### src/rtl/irq_bank_pkg.sv
package irq_bank_pkg;

  localparam int ADDR_W  = 10;
  localparam int BUS_W   = 32;
  localparam int BIT_WW  = 5;   // word index width, one-bit windows
  localparam int CFG_WW  = 6;   // word index width, configuration window

  typedef enum logic [2:0] {
    WIN_SET_EN   = 3'd0,
    WIN_CLR_EN   = 3'd1,
    WIN_SET_PEND = 3'd2,
    WIN_CLR_PEND = 3'd3,
    WIN_SET_ACT  = 3'd4,
    WIN_CLR_ACT  = 3'd5,
    WIN_CFG_LO   = 3'd6,
    WIN_CFG_HI   = 3'd7
  } win_e;

  localparam logic [1:0] SZ_BYTE = 2'b00;
  localparam logic [1:0] SZ_WORD = 2'b10;

  typedef struct packed {
    logic set_en;
    logic clr_en;
    logic set_pend;
    logic clr_pend;
    logic set_act;
    logic clr_act;
    logic cfg_wr;
    logic cfg_edge;
  } cell_cmd_t;

  function automatic logic access_legal(logic [1:0] size, logic [1:0] lane);
    return (size == SZ_BYTE) || ((size == SZ_WORD) && (lane == 2'd0));
  endfunction

  function automatic logic [BUS_W-1:0] lane_mask(logic [1:0] size, logic [1:0] lane);
    if (size == SZ_WORD) return '1;
    return 32'h0000_00FF << {lane, 3'b000};
  endfunction

  function automatic logic [BUS_W-1:0] align_wdata(logic [1:0] size, logic [1:0] lane,
                                                   logic [BUS_W-1:0] wdata);
    if (size == SZ_WORD) return wdata;
    return {24'd0, wdata[7:0]} << {lane, 3'b000};
  endfunction

  function automatic logic [BUS_W-1:0] narrow_rdata(logic [1:0] size, logic [1:0] lane,
                                                    logic [BUS_W-1:0] word);
    if (size == SZ_WORD) return word;
    return (word >> {lane, 3'b000}) & 32'h0000_00FF;
  endfunction

  function automatic logic [BUS_W-1:0] cfg_word(logic [15:0] edges);
    logic [BUS_W-1:0] r;
    r = '0;
    for (int j = 0; j < 16; j++) r[2*j+1] = edges[j];
    return r;
  endfunction

endpackage

### src/rtl/irq_bus_decode.sv
module irq_bus_decode
  import irq_bank_pkg::*;
(
  input  logic [ADDR_W-1:0] addr_i,
  input  logic [1:0]        size_i,
  input  logic [BUS_W-1:0]  wdata_i,
  output logic              legal_o,
  output win_e              win_o,
  output logic              is_cfg_o,
  output logic [BIT_WW-1:0] bit_word_o,
  output logic [CFG_WW-1:0] cfg_word_o,
  output logic [1:0]        lane_o,
  output logic [BUS_W-1:0]  wd_o,
  output logic [BUS_W-1:0]  mask_o
);

  assign lane_o     = addr_i[1:0];
  assign win_o      = win_e'(addr_i[9:7]);
  assign is_cfg_o   = addr_i[9] & addr_i[8];
  assign bit_word_o = addr_i[6:2];
  assign cfg_word_o = addr_i[7:2];
  assign legal_o    = access_legal(size_i, addr_i[1:0]);
  assign wd_o       = align_wdata(size_i, addr_i[1:0], wdata_i);
  assign mask_o     = lane_mask(size_i, addr_i[1:0]);

endmodule

### src/rtl/irq_state_cell.sv
module irq_state_cell
  import irq_bank_pkg::*;
#(
  parameter bit FIXED_CFG = 1'b0
) (
  input  logic      clk_i,
  input  logic      rst_ni,
  input  cell_cmd_t cmd_i,
  input  logic      line_i,
  output logic      en_o,
  output logic      pend_o,
  output logic      act_o,
  output logic      edge_o
);

  logic line_q, soft_q, en_q, pend_q, act_q;
  logic pend_d, soft_d;
  logic rise_lvl, fall_lvl, to_level;

  // line events, level mode only
  assign rise_lvl = ~edge_o & line_i & ~line_q;
  assign fall_lvl = ~edge_o & ~line_i & line_q & ~soft_q;
  assign to_level = cmd_i.cfg_wr & ~cmd_i.cfg_edge;

  generate
    if (FIXED_CFG) begin : g_fixed
      assign edge_o = 1'b0;
    end else begin : g_prog
      logic edge_q;
      always_ff @(posedge clk_i or negedge rst_ni) begin
        if (!rst_ni)           edge_q <= 1'b0;
        else if (cmd_i.cfg_wr) edge_q <= cmd_i.cfg_edge;
      end
      assign edge_o = edge_q;
    end
  endgenerate

  always_comb begin
    pend_d = pend_q;
    soft_d = soft_q;
    if (rise_lvl) pend_d = 1'b1;
    if (fall_lvl) pend_d = 1'b0;
    if (cmd_i.set_pend) begin
      pend_d = 1'b1;
      if (!edge_o) soft_d = 1'b1;
    end
    if (cmd_i.clr_pend) begin
      if (edge_o) begin
        pend_d = 1'b0;
      end else begin
        soft_d = 1'b0;
        pend_d = line_i;
      end
    end
    if (to_level) pend_d = line_i | soft_d;
  end

  always_ff @(posedge clk_i or negedge rst_ni) begin
    if (!rst_ni) begin
      line_q <= 1'b0;
      soft_q <= 1'b0;
      pend_q <= 1'b0;
      en_q   <= 1'b0;
      act_q  <= 1'b0;
    end else begin
      line_q <= line_i;
      soft_q <= soft_d;
      pend_q <= pend_d;
      if (cmd_i.set_en)       en_q  <= 1'b1;
      else if (cmd_i.clr_en)  en_q  <= 1'b0;
      if (cmd_i.set_act)      act_q <= 1'b1;
      else if (cmd_i.clr_act) act_q <= 1'b0;
    end
  end

  assign en_o   = en_q;
  assign pend_o = pend_q;
  assign act_o  = act_q;

endmodule

### src/rtl/irq_read_path.sv
module irq_read_path
  import irq_bank_pkg::*;
#(
  parameter int NUM_IRQ = 64
) (
  input  logic              clk_i,
  input  logic              rst_ni,
  input  logic              rd_i,
  input  logic              legal_i,
  input  win_e              win_i,
  input  logic              is_cfg_i,
  input  logic [BIT_WW-1:0] bit_word_i,
  input  logic [CFG_WW-1:0] cfg_word_i,
  input  logic [1:0]        lane_i,
  input  logic [1:0]        size_i,
  input  logic [NUM_IRQ-1:0] en_i,
  input  logic [NUM_IRQ-1:0] pend_i,
  input  logic [NUM_IRQ-1:0] act_i,
  input  logic [NUM_IRQ-1:0] edge_i,
  output logic [BUS_W-1:0]  rdata_o
);

  localparam int NW  = NUM_IRQ / 32;
  localparam int NCW = NUM_IRQ / 16;

  logic [NUM_IRQ-1:0] bit_src;
  logic [BUS_W-1:0]   word_sel, cfg_sel, raw, rd_next;

  always_comb begin
    case (win_i)
      WIN_SET_PEND, WIN_CLR_PEND: bit_src = pend_i;
      WIN_SET_ACT,  WIN_CLR_ACT:  bit_src = act_i;
      default:                    bit_src = en_i;
    endcase
    word_sel = '0;
    for (int w = 0; w < NW; w++)
      if (bit_word_i == BIT_WW'(w)) word_sel = bit_src[w*32 +: 32];
    cfg_sel = '0;
    for (int w = 0; w < NCW; w++)
      if (cfg_word_i == CFG_WW'(w)) cfg_sel = cfg_word(edge_i[w*16 +: 16]);
    raw     = is_cfg_i ? cfg_sel : word_sel;
    rd_next = legal_i ? narrow_rdata(size_i, lane_i, raw) : '0;
  end

  always_ff @(posedge clk_i or negedge rst_ni) begin
    if (!rst_ni)   rdata_o <= '0;
    else if (rd_i) rdata_o <= rd_next;
  end

endmodule

### src/rtl/irq_state_bank.sv
module irq_state_bank
  import irq_bank_pkg::*;
#(
  parameter int NUM_IRQ  = 64,
  parameter int NUM_PRIV = 32
) (
  input  logic               clk_i,
  input  logic               rst_ni,
  input  logic [9:0]         bus_addr_i,
  input  logic [31:0]        bus_wdata_i,
  input  logic [1:0]         bus_size_i,
  input  logic               bus_rd_i,
  input  logic               bus_wr_i,
  output logic [31:0]        bus_rdata_o,
  input  logic [NUM_IRQ-1:0] irq_line_i,
  output logic [NUM_IRQ-1:0] enable_o,
  output logic [NUM_IRQ-1:0] pending_o,
  output logic [NUM_IRQ-1:0] active_o,
  output logic [NUM_IRQ-1:0] edge_mode_o
);

  logic              legal, is_cfg, wr_accept;
  win_e              win;
  logic [BIT_WW-1:0] bit_word;
  logic [CFG_WW-1:0] cfg_word_idx;
  logic [1:0]        lane;
  logic [BUS_W-1:0]  wd, mask;
  logic              unused_mask;

  irq_bus_decode u_dec (
    .addr_i     (bus_addr_i),
    .size_i     (bus_size_i),
    .wdata_i    (bus_wdata_i),
    .legal_o    (legal),
    .win_o      (win),
    .is_cfg_o   (is_cfg),
    .bit_word_o (bit_word),
    .cfg_word_o (cfg_word_idx),
    .lane_o     (lane),
    .wd_o       (wd),
    .mask_o     (mask)
  );

  // accepted write, brought out for the checker
  assign wr_accept   = bus_wr_i & legal;
  assign unused_mask = ^mask;

  generate
    for (genvar i = 0; i < NUM_IRQ; i++) begin : g_irq
      localparam int BW = i / 32;
      localparam int BB = i % 32;
      localparam int CW = i / 16;
      localparam int CB = 2 * (i % 16) + 1;
      localparam bit PRIV = (i < NUM_PRIV);
      logic      bit_hit, cfg_hit;
      cell_cmd_t cmd;

      assign bit_hit = wr_accept & ~is_cfg & (bit_word == BIT_WW'(BW)) & wd[BB];
      assign cfg_hit = wr_accept & is_cfg & (cfg_word_idx == CFG_WW'(CW)) & mask[CB];

      always_comb begin
        cmd          = '0;
        cmd.set_en   = bit_hit & (win == WIN_SET_EN);
        cmd.clr_en   = bit_hit & (win == WIN_CLR_EN);
        cmd.set_pend = bit_hit & (win == WIN_SET_PEND);
        cmd.clr_pend = bit_hit & (win == WIN_CLR_PEND);
        cmd.set_act  = bit_hit & (win == WIN_SET_ACT);
        cmd.clr_act  = bit_hit & (win == WIN_CLR_ACT);
        cmd.cfg_wr   = cfg_hit & ~PRIV;
        cmd.cfg_edge = wd[CB];
      end

      irq_state_cell #(.FIXED_CFG(PRIV)) u_cell (
        .clk_i  (clk_i),
        .rst_ni (rst_ni),
        .cmd_i  (cmd),
        .line_i (irq_line_i[i]),
        .en_o   (enable_o[i]),
        .pend_o (pending_o[i]),
        .act_o  (active_o[i]),
        .edge_o (edge_mode_o[i])
      );
    end
  endgenerate

  irq_read_path #(.NUM_IRQ(NUM_IRQ)) u_rd (
    .clk_i      (clk_i),
    .rst_ni     (rst_ni),
    .rd_i       (bus_rd_i),
    .legal_i    (legal),
    .win_i      (win),
    .is_cfg_i   (is_cfg),
    .bit_word_i (bit_word),
    .cfg_word_i (cfg_word_idx),
    .lane_i     (lane),
    .size_i     (bus_size_i),
    .en_i       (enable_o),
    .pend_i     (pending_o),
    .act_i      (active_o),
    .edge_i     (edge_mode_o),
    .rdata_o    (bus_rdata_o)
  );

endmodule

### config.mk
export PLATFORM = sky130hd
export DESIGN_NAME = irq_state_bank
export DESIGN_NICKNAME = d
export VERILOG_FILES = /design/src/rtl/irq_bank_pkg.sv /design/src/rtl/irq_bus_decode.sv /design/src/rtl/irq_state_cell.sv /design/src/rtl/irq_read_path.sv /design/src/rtl/irq_state_bank.sv
export SDC_FILE = /design/constraint.sdc
export NUM_CORES = 1
export LEC_CHECK = 0
export BUFFER_PORTS_ARGS = -buffer_cell sky130_fd_sc_hd__buf_4
export CAP_MARGIN = 10
export CORE_ASPECT_RATIO = 1.1
export CORE_MARGIN = 2
export CORE_UTILIZATION = 55
export CTS_BUF_LIST = sky130_fd_sc_hd__clkbuf_4 sky130_fd_sc_hd__clkbuf_8
export CTS_CLUSTER_SIZE = 12
export DETAILED_ROUTE_END_ITERATION = 12
export GPL_TIMING_DRIVEN = 1
export PLACE_DENSITY = 0.78
export SLEW_MARGIN = 30
export SYNTH_ARGS = -nofsm -noshare
export SYNTH_HDL_FRONTEND = slang
export SYNTH_HIERARCHICAL = 1
export SYNTH_SLANG_ARGS = --single-unit
export TNS_END_PERCENT = 1
### constraint.sdc
create_clock -name clk_i -period 3 [get_ports clk_i]
set_input_delay 0.15 -clock clk_i [delete_from_list [all_inputs] [get_ports clk_i]]
set_output_delay 0.15 -clock clk_i [all_outputs]
set_load 0.1 [all_outputs]
* Word-level counts from Yosys, hierarchy flattened
Index checks and enable logic that the tools add are counted.
Operators by class: equal/unequal tests 9, shift-type cells 3, muxes and demuxes 782, bitwise gates (word level) 1049, reductions and logical operators 232
Operator list (count):
- 1-bit AND | 776
- 1-bit 2-to-1 mux | 769
- 32-bit 2-to-1 mux | 12
- 2-bit nonzero test | 160
- 1-bit inverter | 241
- 5-bit nonzero test | 32
- 64-bit one-hot mux with 2 select lines | 1
- 4-bit nonzero test | 32
- 1-bit OR | 32
- 8-bit by 5-bit left shift with 32-bit output | 1
- 8-bit by 5-bit left shift with 32-bit output, first input constant | 1
- 32-bit by 5-bit >> shifter with 8-bit output | 1
- 6-bit by 2-bit == test with 1-bit output, second input constant | 2
- 3-bit by 2-bit == test with 1-bit output, second input constant | 2
- 3-bit == test, second input constant | 2
- 5-bit by 1-bit == test with 1-bit output, second input constant | 1
- 5-bit zero test | 1
- 2-bit zero test | 2
- 2-bit OR reduction | 2
- 3-bit by 1-bit == test with 1-bit output, second input constant | 1
- 3-bit zero test | 1
- 2-bit == test, second input constant | 1
- 1-bit logical AND | 1
- 1-bit logical OR | 1
Word-level totals: bits in registers 384, output and inout port bits 288, logic and storage cells 2428

* Logic depth before layout (Yosys ltp)
depth in word-level cells 13, gate-level depth with buffers 11, mapped depth without buffers 8

* By module
Netlist, hierarchy kept.
Modules (own cells, without submodules):
- irq_state_cell (g_irq[32].u_cell ...) | instances 32, cells each 24, area each 271.5 um^2, sequential area each 150.1 um^2
- irq_state_cell (g_irq[0].u_cell ...) | instances 32, cells each 21, area each 220.2 um^2, sequential area each 125.1 um^2
- irq_state_bank | instances 1, cells each 705, area each 5104.9 um^2, sequential area each 0.0 um^2
- irq_read_path | instances 1, cells each 493, area each 4409.2 um^2, sequential area each 800.8 um^2
- irq_bus_decode | instances 1, cells each 123, area each 940.9 um^2, sequential area each 0.0 um^2

* Worst setup path after synthesis
Ideal clock, no wire load.
path kind input port to flip-flop, start point input bus_addr_i[1], end point register g_irq[7].u_cell.pend_q, arrival time 2.804 ns, required time 2.936 ns, setup slack 0.132 ns, stages on the path 9, buffers on the path 2, cells stage by stage or2_2 > clkbuf_1 > a21boi_0 > or3b_2 > clkbuf_1 > nor4_2 > nor2_1 > a2111oi_0 > o32a_2
RTL lines:
- from (decl) | RTL line irq_state_bank.sv:9 | input logic [9:0] bus_addr_i,
- to (signal assigned) | RTL line irq_state_cell.sv:68 | pend_q <= pend_d;
- to (decl) | RTL line irq_state_cell.sv:16 | logic line_q, soft_q, en_q, pend_q, act_q;

==> results.rst <==
.. list-table::
   :header-rows: 1

   * - Metric
     - Value
   * - Run status
     - completed
   * - F_max
     - 405 MHz
   * - Final setup violation count
     - 0
   * - Start-to-end type of the worst setup path
     - primary input to register
   * - Global-route usage over all layers
     - 40.9%
   * - Standard cell core area
     - 46,700 um2
   * - Cells on Worst Hold Path
     - 4
   * - Hold/Removal Path Class
     - primary input to register
   * - Number of input and output port buffers inserted
     - 367
   * - Count of synthesis-stage warnings from yosys
     - 6
   * - Residual antenna-violating net count after detailed routing
     - 0
   * - Gpl congestion
     - 0.984
   * - I/O pin cnt
     - 400
   * - Buffer depth of the longest clock path
     - 3
   * - Detail-routed via count per cell
     - 6.58
   * - Total negative setup slack
     - 0 ps
   * - Final standard cell count with taps included and fillers excluded
     - 3,808
   * - Setup repair after global routing missed its margin
     - false
   * - Area of the mapped netlist
     - 26,100 um2
   * - Seq pwr share
     - 39.9%
   * - # placed instances
     - 3,617
   * - Clock tree skew after final layout
     - 31.6 ps
   * - Pin count of the biggest net entering global routing
     - 150
   * - DRT Pass-1 Iters
     - 6
   * - Worst setup slack before clock tree synthesis
     - -95.2 ps
   * - Maximum VDD drop
     - 283 uV
   * - CP Data Required Time
     - 3600 ps
   * - Die extent in y
     - 232 um
   * - Count of standard-cell rows
     - 83
   * - Area growth from synthesis to final layout
     - 21.5%
   * - Post-Synthesis Cells
     - 2,749
   * - Final worst hold slack
     - 54.1 ps
   * - CTS H-tree depth
     - 3
   * - Post-route DRC violation count
     - 0
   * - Power Density
     - 429 nW/um2
   * - Slowest cell on the critical path
     - sky130_fd_sc_hd__a21boi_0
   * - Die Width
     - 212 um
   * - Arrival time of data at the critical path endpoint
     - 3070 ps
   * - Fraction of power consumed by the clock network
     - 40.5%
   * - Crit start category
     - primary input
   * - Endpoint class of the critical path
     - register
   * - Total length of routed wires
     - 102,000 um
   * - Critical-path maximum fanout
     - 13
   * - Clock tree from TritonCTS
     - built
   * - Worst slew margin relative to its limit
     - 37.7%
   * - Worst setup margin
     - 530 ps
   * - Cell area after placement
     - 29,500 um2
   * - Worst skew pair latency
     - 680 ps
   * - Final slew viol count
     - 0
   * - Num CTS Buffers
     - 71
   * - Starting Density
     - 55.9%
   * - Detail-routed net length per standard cell
     - 26.8 um
   * - Net switching power of the design
     - 4.42 mW
   * - Number of antenna violations at the first check in global routing
     - 9
   * - Via count of the first global-routing pass
     - 24,346
   * - 1st-iter DRT viols
     - 3,017
   * - Summed area of non-filler cells in the final layout
     - 31,700 um2
   * - Number of maximum-capacitance violations
     - 0
   * - Die Outline Area
     - 49,200 um2
   * - Clock edge transition at the registers on the reported setup and hold paths
     - 70 ps
   * - Internal power component
     - 9.17 mW
   * - Leakage power of the design
     - 14.7 nW
   * - Cell count of the worst reg-to-reg path
     - 6
   * - Fraction of final layout cells sized beyond drive strength 1
     - 31.2%
   * - Sw Ratio
     - 32.5%
   * - Hold Violations, Final
     - 0
   * - # fillers
     - 3,594
   * - Estimated wirelength of the detail-placed design
     - 72,000 um
   * - Root Driver
     - sky130_fd_sc_hd__clkbuf_8
   * - Count of cells resized by post-cts repair
     - 0
   * - Part of the cycle the worst path needs
     - 82.3%
   * - Final period demand of the worst path
     - 2470 ps
   * - Total number of nets in the final design
     - 3,273
   * - List of cells traversed by the critical path
     - buf_4, or2_2, a21boi_0, buf_4, or3b_2, nor4_2, nor2_1, a2111oi_0, o32a_2
   * - Post-synthesis average cell area
     - 9.49 um2
   * - Number of vias after detailed routing
     - 25,046
   * - Most frequent cell on the critical path
     - sky130_fd_sc_hd__buf_4
   * - Part of the power in combinational logic
     - 19.6%
   * - Num Clock Sinks
     - 384
   * - Wire length of the first global-routing pass
     - 151,000 um
   * - Transition time at the pin with the least slew margin
     - 933 ps
   * - Critical Path Max Stage Delay
     - 660 ps
   * - Grt ovf
     - 0
path summary, 6_finish.rpt:
path                                    startpoint                 endpoint  slack, ps
max                                  bus_addr_i[1]   g_irq[1].u_cell/pend_o        530
max reg2reg                g_irq[36].u_cell/edge_o          u_rd/rdata_o[1]        730
max in group asynchronous                   rst_ni  g_irq[46].u_cell/line_q       1980
min                                  bus_addr_i[0]          u_rd/rdata_o[3]         50
min in group asynchronous                   rst_ni   g_irq[28].u_cell/act_o         80
min reg2reg                g_irq[44].u_cell/soft_q  g_irq[44].u_cell/soft_q        510
metal layers:
layer	track usage (%)	part of all wire, %	wire, um
met1	52.1	37	38100
met2	61.9	44	44600
met3	10.7	12	11900
met4	26.4	7.2	7330
met5	0	0.024	24
metrics by stage:
stage,utilization [%],total power [mW]
after CTS,67.8,13.6
after floorplan,-,7.20
after global placement,63.1,7.98
after detailed placement,63.1,8.03
final,67.8,13.6
after global routing,67.8,14.0
layout make-up:
class | instances | area (um2) | share of cell area, %
diodes | 7 | 17.5 | 0.0553
clock buffers | 109 | 1410 | 4.44
clock inverters | 9 | 105 | 0.332
inverters | 285 | 1070 | 3.37
multi-input cells | 1837 | 13900 | 43.8
flip-flops and latches | 384 | 9610 | 30.3
well taps | 595 | 744 | 2.35
repair buffers | 582 | 4870 | 15.4
cell usage in the layout, fill, tap and decap left out, drive strengths merged, types with 34 or more instances in the layout:
| cell | count |
|---|---|
| nand2 | 116 |
| a2111oi | 36 |
| clkbuf | 109 |
| nand3b | 34 |
| nor2 | 113 |
| or3b | 36 |
| conb | 96 |
| nand2b | 68 |
| buf | 516 |
| o2bb2ai | 44 |
| mux2 | 34 |
| a211oi | 99 |
| nor4 | 402 |
| inv | 285 |
| a21o | 131 |
| o21ai | 42 |
| mux2i | 97 |
| nor2b | 60 |
| dfrtp | 384 |
| dlygate4sd3 | 66 |
registers in the layout, indices dropped and copies added (netlist names):
signal               flops
g_irq.u_cell/act_o      64
g_irq.u_cell/edge_o     32
g_irq.u_cell/en_o       64
g_irq.u_cell/line_q     64
g_irq.u_cell/pend_o     64
g_irq.u_cell/soft_q     64
u_rd/rdata_o            32
power by group through the flow:
stage	Sequential, mW	Combinational, mW	Clock [mW]
final	5.43	2.66	5.50
after floorplan	6.00	1.20	0
after global placement	5.51	2.47	0
after CTS	5.42	2.59	5.54
after detailed placement	5.51	2.51	0
after global routing	5.43	2.76	5.76
worst max-delay path, delay by kind of cell:
family / cells / cell delay, ps
AND/OR/NAND/NOR: 4 / 1240
buffers and inverters: 2 / 390
AO/OA/AOI/OAI: 3 / 1270
what timing repair did:
action,4_1_cts,5_1_grt
hold endpoints to repair,218,0
hold buffers,66,0
buffers inserted,0,0
Power figures use the tool's default switching activity.
